--- src/rtl/dma_blk_pkg.sv ---
package dma_blk_pkg;
  typedef enum logic [1:0] {
    ST_IDLE = 2'd0,
    ST_PARK = 2'd1,
    ST_ASK  = 2'd2,
    ST_MOVE = 2'd3
  } seq_state_t;

  localparam logic [1:0] SEL_ADDR  = 2'd0;
  localparam logic [1:0] SEL_COUNT = 2'd1;
  localparam logic [1:0] SEL_CTRL  = 2'd2;

  localparam int CTL_GO   = 0;
  localparam int CTL_DIR  = 1;
  localparam int CTL_STOP = 2;
  localparam int CTL_IRQ  = 3;
endpackage

--- src/rtl/dma_blk_regs.sv ---
module dma_blk_regs
  import dma_blk_pkg::*;
#(
  parameter int AW = 16,
  parameter int CW = 16,
  parameter int DW = 16
) (
  input  logic          clk,
  input  logic          rst_n,
  input  logic          cfg_we,
  input  logic [1:0]    cfg_sel,
  input  logic [DW-1:0] cfg_wdata,
  input  logic          busy,
  input  logic          word_done,
  input  logic          finish,
  output logic [AW-1:0] cur_addr,
  output logic [CW-1:0] remaining,
  output logic          dir,
  output logic          irq_en,
  output logic          done,
  output logic          start,
  output logic          stop
);
  logic [AW-1:0] addr_n;
  logic [CW-1:0] cnt_n;
  logic          dir_n, ie_n, done_n;
  logic          wr_idle;

  assign wr_idle = cfg_we && !busy;
  assign start   = wr_idle && (cfg_sel == SEL_CTRL) && cfg_wdata[CTL_GO]
                   && (remaining != '0);
  assign stop    = cfg_we && busy && (cfg_sel == SEL_CTRL) && cfg_wdata[CTL_STOP];

  always_comb begin
    addr_n = cur_addr;
    cnt_n  = remaining;
    dir_n  = dir;
    ie_n   = irq_en;
    done_n = done;
    if (wr_idle && cfg_sel == SEL_ADDR)       addr_n = cfg_wdata[AW-1:0];
    else if (word_done)                       addr_n = cur_addr + 1'b1;
    if (wr_idle && cfg_sel == SEL_COUNT)      cnt_n  = cfg_wdata[CW-1:0];
    else if (word_done)                       cnt_n  = remaining - 1'b1;
    if (wr_idle && cfg_sel == SEL_CTRL) begin
      dir_n = cfg_wdata[CTL_DIR];
      ie_n  = cfg_wdata[CTL_IRQ];
    end
    if (start)       done_n = 1'b0;
    else if (finish) done_n = 1'b1;
  end

  always_ff @(posedge clk or negedge rst_n) begin
    if (!rst_n) begin
      cur_addr  <= '0;
      remaining <= '0;
      dir       <= 1'b0;
      irq_en    <= 1'b0;
      done      <= 1'b0;
    end else begin
      cur_addr  <= addr_n;
      remaining <= cnt_n;
      dir       <= dir_n;
      irq_en    <= ie_n;
      done      <= done_n;
    end
  end

  p_done_at_zero_r5: assert property (@(posedge clk) disable iff (!rst_n)
    $rose(done) |-> (remaining == '0))
    else $error("done rose with words left");

  p_busy_addr_hold_r7: assert property (@(posedge clk) disable iff (!rst_n)
    (busy && cfg_we && !word_done) |=> $stable(cur_addr))
    else $error("address changed by a write while busy");
endmodule

--- src/rtl/dma_blk_seq.sv ---
module dma_blk_seq
  import dma_blk_pkg::*;
(
  input  logic clk,
  input  logic rst_n,
  input  logic start,
  input  logic stop,
  input  logic dir,
  input  logic last,
  input  logic dev_req,
  input  logic bus_grant,
  output logic busy,
  output logic bus_req,
  output logic own,
  output logic word_done,
  output logic finish,
  output logic rd,
  output logic wr
);
  seq_state_t state, state_n;

  assign busy      = (state != ST_IDLE);
  assign bus_req   = (state == ST_ASK) || (state == ST_MOVE);
  assign own       = (state == ST_MOVE) && bus_grant;
  assign word_done = own && dev_req && !stop;
  assign finish    = word_done && last;
  assign rd        = word_done && dir;
  assign wr        = word_done && !dir;

  always_comb begin
    state_n = state;
    unique case (state)
      ST_IDLE: if (start) state_n = ST_PARK;
      ST_PARK: if (stop) state_n = ST_IDLE;
               else if (dev_req) state_n = ST_ASK;
      ST_ASK:  if (stop) state_n = ST_IDLE;
               else if (bus_grant) state_n = ST_MOVE;
      ST_MOVE: if (stop) state_n = ST_IDLE;
               else if (finish) state_n = ST_IDLE;
               else if (!dev_req) state_n = ST_PARK;
      default: state_n = ST_IDLE;
    endcase
  end

  always_ff @(posedge clk or negedge rst_n) begin
    if (!rst_n) state <= ST_IDLE;
    else        state <= state_n;
  end

  p_release_on_finish_r5: assert property (@(posedge clk) disable iff (!rst_n)
    finish |=> (!bus_req && !busy))
    else $error("bus held after last word");

  p_release_on_quiet_r6: assert property (@(posedge clk) disable iff (!rst_n)
    (own && !dev_req) |=> !bus_req)
    else $error("bus held while device idle");

  p_stop_release_r7: assert property (@(posedge clk) disable iff (!rst_n)
    stop |=> (!busy && !bus_req))
    else $error("stop did not end transfer");
endmodule

--- src/rtl/dma_block_mover.sv ---
module dma_block_mover
  import dma_blk_pkg::*;
#(
  parameter int AW = 16,
  parameter int CW = 16,
  parameter int DW = 16
) (
  input  logic          clk,
  input  logic          rst_n,
  input  logic          cfg_we,
  input  logic [1:0]    cfg_sel,
  input  logic [DW-1:0] cfg_wdata,
  output logic          busy,
  output logic          done,
  output logic          irq,
  input  logic          dev_req,
  output logic          dev_ack,
  input  logic [DW-1:0] dev_wdata,
  output logic [DW-1:0] dev_rdata,
  output logic          bus_req,
  input  logic          bus_grant,
  output logic          bus_own,
  output logic [AW-1:0] bus_addr,
  output logic          bus_rd,
  output logic          bus_wr,
  output logic [DW-1:0] bus_wdata,
  input  logic [DW-1:0] bus_rdata
);
  logic [1:0]    rst_sync;
  logic          rst_q_n;
  logic [AW-1:0] cur_addr;
  logic [CW-1:0] remaining;
  logic          dir, irq_en, start, stop, word_done, finish, own;

  always_ff @(posedge clk or negedge rst_n) begin
    if (!rst_n) rst_sync <= 2'b00;
    else        rst_sync <= {rst_sync[0], 1'b1};
  end
  assign rst_q_n = rst_sync[1];

  dma_blk_regs #(.AW(AW), .CW(CW), .DW(DW)) u_regs (
    .clk(clk), .rst_n(rst_q_n), .cfg_we(cfg_we), .cfg_sel(cfg_sel),
    .cfg_wdata(cfg_wdata), .busy(busy), .word_done(word_done),
    .finish(finish), .cur_addr(cur_addr), .remaining(remaining),
    .dir(dir), .irq_en(irq_en), .done(done), .start(start), .stop(stop)
  );

  dma_blk_seq u_seq (
    .clk(clk), .rst_n(rst_q_n), .start(start), .stop(stop), .dir(dir),
    .last(remaining == CW'(1)), .dev_req(dev_req), .bus_grant(bus_grant),
    .busy(busy), .bus_req(bus_req), .own(own), .word_done(word_done),
    .finish(finish), .rd(bus_rd), .wr(bus_wr)
  );

  assign bus_own   = own;
  assign bus_addr  = own ? cur_addr : '0;
  assign bus_wdata = (own && !dir) ? dev_wdata : '0;
  assign dev_rdata = bus_rd ? bus_rdata : '0;
  assign dev_ack   = word_done;
  assign irq       = done && irq_en;
endmodule

--- config.mk ---
export PLATFORM = sky130hd
export DESIGN_NAME = dma_block_mover
export DESIGN_NICKNAME = d
export VERILOG_FILES = /design/src/rtl/dma_blk_pkg.sv /design/src/rtl/dma_blk_regs.sv /design/src/rtl/dma_blk_seq.sv /design/src/rtl/dma_block_mover.sv
export SDC_FILE = /design/constraint.sdc
export NUM_CORES = 1
export LEC_CHECK = 0
export BUFFER_PORTS_ARGS = -buffer_cell sky130_fd_sc_hd__buf_2
export CORE_ASPECT_RATIO = 0.6
export CORE_UTILIZATION = 52
export CTS_CLUSTER_SIZE = 10
export DETAILED_ROUTE_END_ITERATION = 8
export PLACE_DENSITY = 0.95
export SKIP_LAST_GASP = 1
export SLEW_MARGIN = 20
export SYNTH_ARGS = -nofsm -noshare
export SYNTH_HDL_FRONTEND = slang
export SYNTH_SLANG_ARGS = --single-unit
export TNS_END_PERCENT = 5
--- constraint.sdc ---
create_clock -name clk -period 4.8 [get_ports clk]
set_clock_uncertainty 0.15 [all_clocks]
set_input_delay 0.48 -clock clk [delete_from_list [all_inputs] [get_ports clk]]
set_output_delay 0.48 -clock clk [all_outputs]
set_load 0.02 [all_outputs]
==> results of run 1 <==
[final cells by class]
type                            instances  area (sq um)
Timing Repair Buffer                  112           568
Sequential cell                        39           976
Fill cell                             386          1440
Inverter                                7          31.3
Clock buffer                            7          96.3
Clock inverter                          1          7.51
Tap cell                               63          78.8
Multi-Input combinational cell        237          1470
[kinds of logic (layout without fill, tap and decap cells)]
group,count (synthesis),after routing,share of synthesized area [%]
AND/OR/NAND/NOR,162,162,35.2
AO/OA/AOI/OAI,61,61,16.4
flip-flops,39,39,38.0
buffers and inverters,26,127,4.97
XOR/XNOR,5,5,1.70
adder cells (fa/ha/maj),4,4,1.95
multiplexers,4,4,1.70
other,1,1,0.146
[synthesized netlist by cell type, drive strengths merged (6+ instances only)]
cell type and n:
a21oi 6, dfrtp 39, nor2 15, and2 36, clkbuf 12, o21ai 17
buf 7, inv 6, nand2 34, nand3 17, nor3 11, o311ai 7
a221o 7, and3 21
[metal layers]
layer	track usage [%]	wire [um]	vias to the layer above
li1	-	-	1301
met1	41.9	3200	1297
met2	44.5	3250	151
met3	6.10	697	13
met4	12.5	130	0
met5	0	0	-
[power by group through the flow]
stage / logic [uW] / clock network, uW / registers, uW
final: 565 / 256 / 660
after global routing: 629 / 272 / 683
after CTS: 563 / 260 / 653
after detailed placement: 557 / 0 / 656
after global placement: 532 / 0 / 641
after floorplan: 446 / 0 / 585
[flip-flops by register name, summed over array words and instances (netlist names)]
register          count
u_seq.state           2
u_regs.remaining     16
u_regs.done           1
rst_sync              2
u_regs.irq_en         1
u_regs.cur_addr      16
u_regs.dir            1
[final timing paths]
| kind | slack [ns] | startpoint | cells past startpoint | end |
|---|---|---|---|---|
| min reg2reg | 0.15 | rst_sync[1] | 1 | u_regs.cur_addr[7] |
| max reg2reg | 1.87 | u_seq.state[1] | 6 | u_regs.cur_addr[3] |
| max in group asynchronous | 4.01 | rst_sync[1] | 1 | u_regs.dir |
| max | 1.50 | cfg_sel[0] | 6 | dev_rdata[9] |
| min in group clk | 0.20 | rst_sync[0] | 0 | rst_sync[1] |
| min | 0.15 | rst_sync[1] | 1 | u_regs.cur_addr[7] |
[through the flow]
stage,utilization [%],setup slack [ns],instances
detailed placement,66.8,1.55,457
global route,69.2,1.34,466
global placement,66.8,1.62,457
CTS,69.2,1.53,466
floorplan,-,2.30,302
finish,69.2,1.50,466
[what timing repair did]
action,4_1_cts,5_1_grt
gates resized for setup,0,0
endpoints found under the hold margin,2,0
hold buffers,1,0
==> impl_metrics.csv, run 1 <==
group,metric,value,unit
setup_path,start_kind,"input pin",
setup_path,criticalPathCategory,"in -> out",
finish,drive_gt1_share,31.5,%
finish,num_antenna_cells,0,
timing,fin_crit_sh,68.8,%
clocking,clkSlewWorstSetupHoldPaths,0.08,ns
setup_path,critical_path.max_fanout,36,
finish,mostFrequentLayoutCells,"110 x buf_2, 39 x dfrtp_1, 36 x and2_1",
setup_path,crit_buf_inv,3,
finish,area_growth_syn_to_layout,25.5,%
yosys,yosys-top-cells-area,"dfrtp_1 38%, and2_1 8.8%, and3_1 5.1%, nand2_1 5.0%, nand3_1 3.3%",
die,die-area,0.00524,sq mm
finish,layout_commonest_cell,"buf_2",
global_routing,grt_pass1_wl,12100,um
timing,min_period,3.30,ns
finish,final_net_count,461,
routing,vias,2762,
setup_path,slowest_stage,"or2_1",
global_routing,grt_overflow,0,
yosys,syn_area,0.00257,sq mm
routing,firstDrtPassIters,5,
clocking,cts_max_path_buffers,2,
clocking,cts_root_buffer,"clkbuf_8",
routing,viasPerCell,5.93,
global_routing,antenna_found_initial,0,
global_routing,grtUsageTotal,29.7,%
timing,hold_viol_final,0,
clocking,cts_max_level,2,
yosys,synth.avg_cell_area,8.51,sq um
timing,drv_slew,0,
yosys,synth_top_area_cell,"dfrtp_1",
yosys,synthCells,302,
power_and_ir_drop,p_leak,0.00166,uW
timing,worst_pin_slew,0.937,ns
power_and_ir_drop,finalPower,1480,uW
timing,setup_violations,0,
routing,drtIter0Drc,201,
routing,drc,0,
worst_hold_path,hold_path_class,"reg -> async",
yosys,synth_seq_area_share,38.0,%
setup_path,crit_top_cell,"buf_2",
die,io_pins,111,
placement,place.gp.congestion,0.942,
yosys,synth_edf_count,0,
yosys,synth_nets,361,
clocking,cts_tree,"built",
power_and_ir_drop,p_clk_share,17.3,%
setup_path,crit_required,4.17,ns
timing,max_clock_freq,0.303,GHz
timing,hold-worst-slack,0.150,ns
power_and_ir_drop,power_switching,642,uW
routing,ant_nets,0,
die,rows,19,
timing,rsz0062_at_grt,"no",
power_and_ir_drop,p_sw_share,43.3,%
routing,avgRoutedWirePerCell,15.6,um
clocking,clk_latency,0.30,ns
die,core,0.00466,sq mm
run_status,status,"finished, final reports clean",
die,die_w,92.8,um
power_and_ir_drop,seqPwrFrac,44.5,%
yosys,synth_ff_type,"dfrtp_1",
power_and_ir_drop,internal-power,839,uW
placement,dp_hpwl,5420,um
die,initial_core_util,55.2,%
power_and_ir_drop,p_comb_share,38.2,%
routing,routed_wl,7280,um
clocking,cts_buffers,5,
setup_path,arrival,2.67,ns
timing,fin_tns_setup,0,ns
setup_path,worst_path_largest_cell_delay,0.77,ns
placement,postPlaceCellArea,0.00311,sq mm
power_and_ir_drop,ir_drop,258,uV
global_routing,grt_pass1_vias,2555,
flow_run,max_cap_viol_count,0,
yosys,async_flop_share,100,%
setup_path,path_cells,"buf_2 -> and4b_1 -> or2_1 -> clkinv_4 -> and3_1 -> buf_2",
clocking,post_cts_buffers,0,
yosys,synth_top_area_share,38.0,%
timing,slew_headroom,37.6,%
finish,final_cell_area,0.00322,sq mm
placement,port_buffers,110,
yosys,yosys_warnings,0,
setup_path,crit_path_end_kind,"output pin",
yosys,synth_cell_types,54,
clocking,clock_sinks,39,
yosys,ys_ff_latch,39,
die,die_y,56.5,um
global_routing,grt_max_degree,38,
power_and_ir_drop,cellPowerDensity,459,mW/mm^2
setup_path,cp_top_family,"simple AND/OR/NAND/NOR gates",
Note: power is estimated with default switching activity, not from simulation.
==> inputs of run 2 (changes only) <==
Settings changed: CORE_UTILIZATION 52 to 48, PLACE_DENSITY 0.95 to 0.91.
Clock period 4.8 ns to 3.2 ns, I/O delays scaled along.
==> impl_metrics.csv, run 2 (same netlist as run 1, synthesis figures left out) <==
group,metric,value,unit
timing,rsz0062_at_grt,"no",
timing,min_period,2.89,ns
die,initial_core_util,50.3,%
die,core,0.00510,sq mm
die,rows,20,
timing,slew_headroom,54.2,%
placement,port_buffers,110,
finish,final_cells,472,
routing,viasPerCell,5.88,
timing,fin_crit_sh,90.2,%
setup_path,critical_path.max_fanout,19,
routing,vias,2775,
routing,drtIter0Drc,174,
routing,firstDrtPassIters,5,
setup_path,start_kind,"flip-flop",
timing,setup_violations,0,
power_and_ir_drop,ir_drop,402,uV
die,io_pins,111,
timing,worst_pin_slew,0.686,ns
timing,hold_viol_final,0,
finish,fillerInstances,454,
clocking,cts_root_buffer,"clkbuf_8",
clocking,cts_max_path_buffers,2,
global_routing,grt_pass1_wl,11600,um
power_and_ir_drop,p_leak,0.00167,uW
setup_path,criticalPathCategory,"reg -> out",
timing,drv_slew,0,
finish,drive_gt1_share,31.8,%
global_routing,grt_pass1_vias,2389,
routing,ant_nets,0,
timing,fin_tns_setup,0,ns
timing,max_clock_freq,0.347,GHz
clocking,clk_latency,0.30,ns
clocking,cts_max_level,2,
clocking,cts_buffers,5,
finish,layout_commonest_cell,"buf_2",
die,die-area,0.00566,sq mm
global_routing,grtUsageTotal,26.7,%
clocking,clock_sinks,39,
setup_path,crit_required,2.73,ns
power_and_ir_drop,cellPowerDensity,685,mW/mm^2
setup_path,crit_path_end_kind,"output pin",
routing,drc,0,
global_routing,grt_max_degree,38,
setup_path,arrival,2.42,ns
die,die_w,96.5,um
global_routing,antenna_found_initial,0,
finish,final_net_count,464,
finish,area_growth_syn_to_layout,26.3,%
routing,routed_wl,7450,um
clocking,clkSlewWorstSetupHoldPaths,0.08,ns
clocking,post_cts_buffers,0,
worst_hold_path,hold_path_class,"in -> reg",
global_routing,grt_overflow,0,
flow_run,max_cap_viol_count,0,
placement,dp_hpwl,5470,um
die,die_y,58.7,um
clocking,cts_tree,"built",
finish,num_antenna_cells,0,
finish,top_regs,"u_regs.cur_addr x16, u_regs.remaining x16",
placement,place.gp.congestion,0.917,
routing,avgRoutedWirePerCell,15.8,um
run_status,status,"finished, final reports clean",
finish,mostFrequentLayoutCells,"110 x buf_2, 39 x dfrtp_1, 36 x and2_1",
placement,dp_cells,463,
-- run 2: cell count changes in the layout (fill, tap and decap cells not counted), sizes merged --
cell	before	now
clkinvlp	1	0
clkbuf	7	8
buf	111	114
-- run 2: what timing repair did --
| action | in CTS | in global routing |
|---|---|---|
| hold buffers | 1 | 0 |
| resized for setup | 0 | 0 |
| hold endpoints to repair | 2 | 0 |
-- run 2: final timing paths --
path                                          start                    to  slack [ns]  cells past startpoint
worst max-delay path                 u_seq.state[1]                bus_wr        0.31                      4
worst min-delay path                   cfg_wdata[8]   u_regs.remaining[8]         0.1                      3
worst max register to register  u_regs.remaining[0]  u_regs.remaining[12]        0.80                      7
worst min register to register          rst_sync[1]    u_regs.cur_addr[9]        0.15                      1
max in group asynchronous               rst_sync[1]   u_regs.remaining[5]        2.42                      1
min in group asynchronous               rst_sync[1]    u_regs.cur_addr[9]        0.15                      1
-- run 2: through the flow --
step	cell area [sq um]	hold slack [ns]	total power (uW)	utilization [%]	setup slack, ns
floorplan	2570	-0.126	1550	-	1.02
global placement	3140	-0.0460	1770	61.4	0.826
detailed placement	3140	-0.0436	1830	61.4	0.643
CTS	3250	0.0867	2210	63.6	0.308
global route	3250	0.0961	2380	63.6	0.0418
finish	3250	0.0958	2220	63.6	0.315
-- run 2: final cells by class --
cell class	instances	area (sq um)	share of cell area (%)
well taps	66	82.6	2.54
inverters	7	31.3	0.963
flip-flops and latches	39	976	30.1
multi-input cells	237	1470	45.2
clock buffers	8	100	3.08
repair buffers	115	591	18.2
-- run 2: critical path, stage by stage, from the launching register on --
cell     delay, ns
dfrtp_1       0.51
and3_1        0.56
nor2b_1       0.64
and3_1        0.25
buf_2         0.16
-- run 2: metal layers --
| layer | routed length [um] | GRT usage, % | vias up |
|---|---|---|---|
| li1 | - | - | 1302 |
| met5 | 0 | 0 | - |
| met1 | 3370 | 38.9 | 1322 |
| met4 | 21 | 6.72 | 0 |
| met2 | 3380 | 40.8 | 149 |
| met3 | 676 | 5.17 | 2 |
-- run 2: power by group --
group	switching (uW)	leakage (uW)	total [uW]	internal [uW]
combinational	490	0.00114	866	376
sequential	280	0.000487	980	700
clock	180	0.0000515	377	197
total	951	0.00167	2220	1270
==> inputs of run 3 (changes only) <==
Settings changed: CORE_UTILIZATION 48 to 30, PLACE_DENSITY 0.91 to default.
Clock period 3.2 ns to 2.4 ns, I/O delays scaled along.
==> impl_metrics.csv, run 3 (same netlist as run 1, synthesis figures left out) <==
group,metric,value,unit
clocking,cts_max_level,2,
die,io_pins,111,
timing,worst_pin_slew,0.520,ns
routing,wl_met1,3940,um
setup_path,worst_path_largest_cell_delay,0.48,ns
setup_path,crit_path_end_kind,"output pin",
finish,fin_util,42.2,%
setup_path,criticalPathCategory,"reg -> out",
worst_hold_path,hold_path_class,"in -> reg",
setup_path,critical_path.max_fanout,36,
global_routing,grt_max_degree,38,
die,core,0.00807,sq mm
placement,dp_hpwl,5930,um
routing,vias,2680,
timing,max_clock_freq,0.436,GHz
routing,ant_nets,0,
clocking,clock_sinks,39,
clocking,cts_buffers,5,
power_and_ir_drop,p_leak,0.00173,uW
routing,routed_wl,7740,um
run_status,status,"finished, final reports clean",
routing,drc,0,
finish,area_growth_syn_to_layout,32.5,%
timing,fin_crit_sh,95.6,%
routing,drtIter0Drc,164,
timing,slew_headroom,64.9,%
finish,final_net_count,472,
placement,place.gp.congestion,0.869,
placement,port_buffers,110,
timing,setup_violations,0,
setup_path,ff2ff_setup_slack,0.18,ns
die,die-area,0.00895,sq mm
routing,routed-wl-met2,3150,um
setup_path,path_cells,"nand4_1 -> or2_1 -> clkinv_4 -> and3_1 -> buf_2",
routing,firstDrtPassIters,4,
routing,wl_met3,590,um
clocking,cts_tree,"built",
clocking,cts_max_path_buffers,2,
global_routing,grt_pass1_wl,12000,um
routing,top_layer_used,"met4",
worst_hold_path,whs_path_depth,2,
die,die_y,73.7,um
setup_path,arrival,1.90,ns
die,rows,25,
flow_run,max_cap_viol_count,0,
setup_path,rr_worst_depth,5,
clocking,clkSlewWorstSetupHoldPaths,0.05,ns
clocking,cts_root_buffer,"clkbuf_16",
die,initial_core_util,31.8,%
routing,viasPerCell,5.13,
power_and_ir_drop,ir_drop,333,uV
finish,layout_commonest_cell,"buf_2",
finish,num_antenna_cells,0,
timing,hold_viol_final,0,
timing,drv_slew,0,
timing,fin_tns_setup,0,ns
finish,top_regs,"u_regs.cur_addr x16, u_regs.remaining x16",
setup_path,start_kind,"flip-flop",
global_routing,grtUsageTotal,17.7,%
finish,drive_gt1_share,33.6,%
setup_path,slowest_stage,"dfrtp_1",
global_routing,grt_pass1_vias,2217,
setup_path,crit_required,2.01,ns
routing,avgRoutedWirePerCell,14.8,um
finish,mostFrequentLayoutCells,"110 x buf_2, 38 x dfrtp_1, 36 x and2_1",
power_and_ir_drop,cellPowerDensity,919,mW/mm^2
global_routing,antenna_found_initial,0,
die,die_w,121,um
global_routing,grt_overflow,0,
clocking,clk_latency,0.29,ns
timing,min_period,2.29,ns
timing,rsz0062_at_grt,"yes",
-- run 3: changes by cell type in the layout (fill, tap and decap cells not counted), sizes merged --
| cell | change |
|---|---|
| clkinv | +1 |
| buf | +8 |
| clkbuf | -2 |
| clkinvlp | +1 |
-- run 3: what timing repair did --
item / 4_1_cts / 5_1_grt
endpoints found under the setup margin: 17 / 7
hold buffers: 1 / 0
gates resized for setup: 1 / 1
hold endpoints to repair: 2 / 0
gates cloned: 0 / 0
setup buffers: 0 / 0
pin swaps: 0 / 0
-- run 3: routing by layer --
metal | vias up | GRT usage [%]
met5 | - | 0
met4 | 0 | 4.66
met3 | 5 | 4.04
met2 | 114 | 23.4
met1 | 1239 | 27.7
li1 | 1322 | -
-- run 3: per-stage QoR --
| step | setup WS, ns | instance area (sq um) | hold WS, ns | instances | power, uW |
|---|---|---|---|---|---|
| after global routing | -0.0167 | 3400 | 0.0518 | 522 | 3380 |
| after detailed placement | 0.196 | 3250 | -0.122 | 513 | 2460 |
| after floorplan | 0.309 | 2570 | -0.206 | 302 | 2060 |
| final | 0.106 | 3400 | 0.0422 | 522 | 3130 |
| after CTS | 0.0811 | 3400 | 0.0412 | 522 | 3130 |
| after global placement | 0.236 | 3250 | -0.124 | 513 | 2440 |
-- run 3: cell type report --
type / instances / area [sq um]
clock buffer: 6 / 129
clock inverter: 2 / 12.5
fill: 790 / 4670
inverter: 7 / 31.3
multi-input combinational: 237 / 1470
sequential: 39 / 977
tap: 108 / 135
timing repair buffer: 123 / 651
-- run 3: critical path: cells and delay by family, from the launching register on --
kind	cells	cell delay (ns)
buffers and inverters	2	0.38
flip-flops	1	0.48
AND/OR/NAND/NOR	3	0.75
-- run 3: power by group --
group | internal, uW | leakage (uW) | switching (uW)
Sequential | 937 | 0.000486 | 386
Clock | 383 | 0.0000669 | 268
Combinational | 520 | 0.00118 | 637
Total | 1840 | 0.00173 | 1290
-- run 3: final timing paths --
kind,startpoint,end
max,u_seq.state[0],dev_rdata[8]
min,dev_req,u_seq.state[0]
min reg2reg,rst_sync[1],u_regs.remaining[8]
max reg2reg,u_regs.remaining[2],u_regs.remaining[9]
min in group asynchronous,rst_n,rst_sync[0]
max in group asynchronous,rst_sync[1],u_seq.state[1]
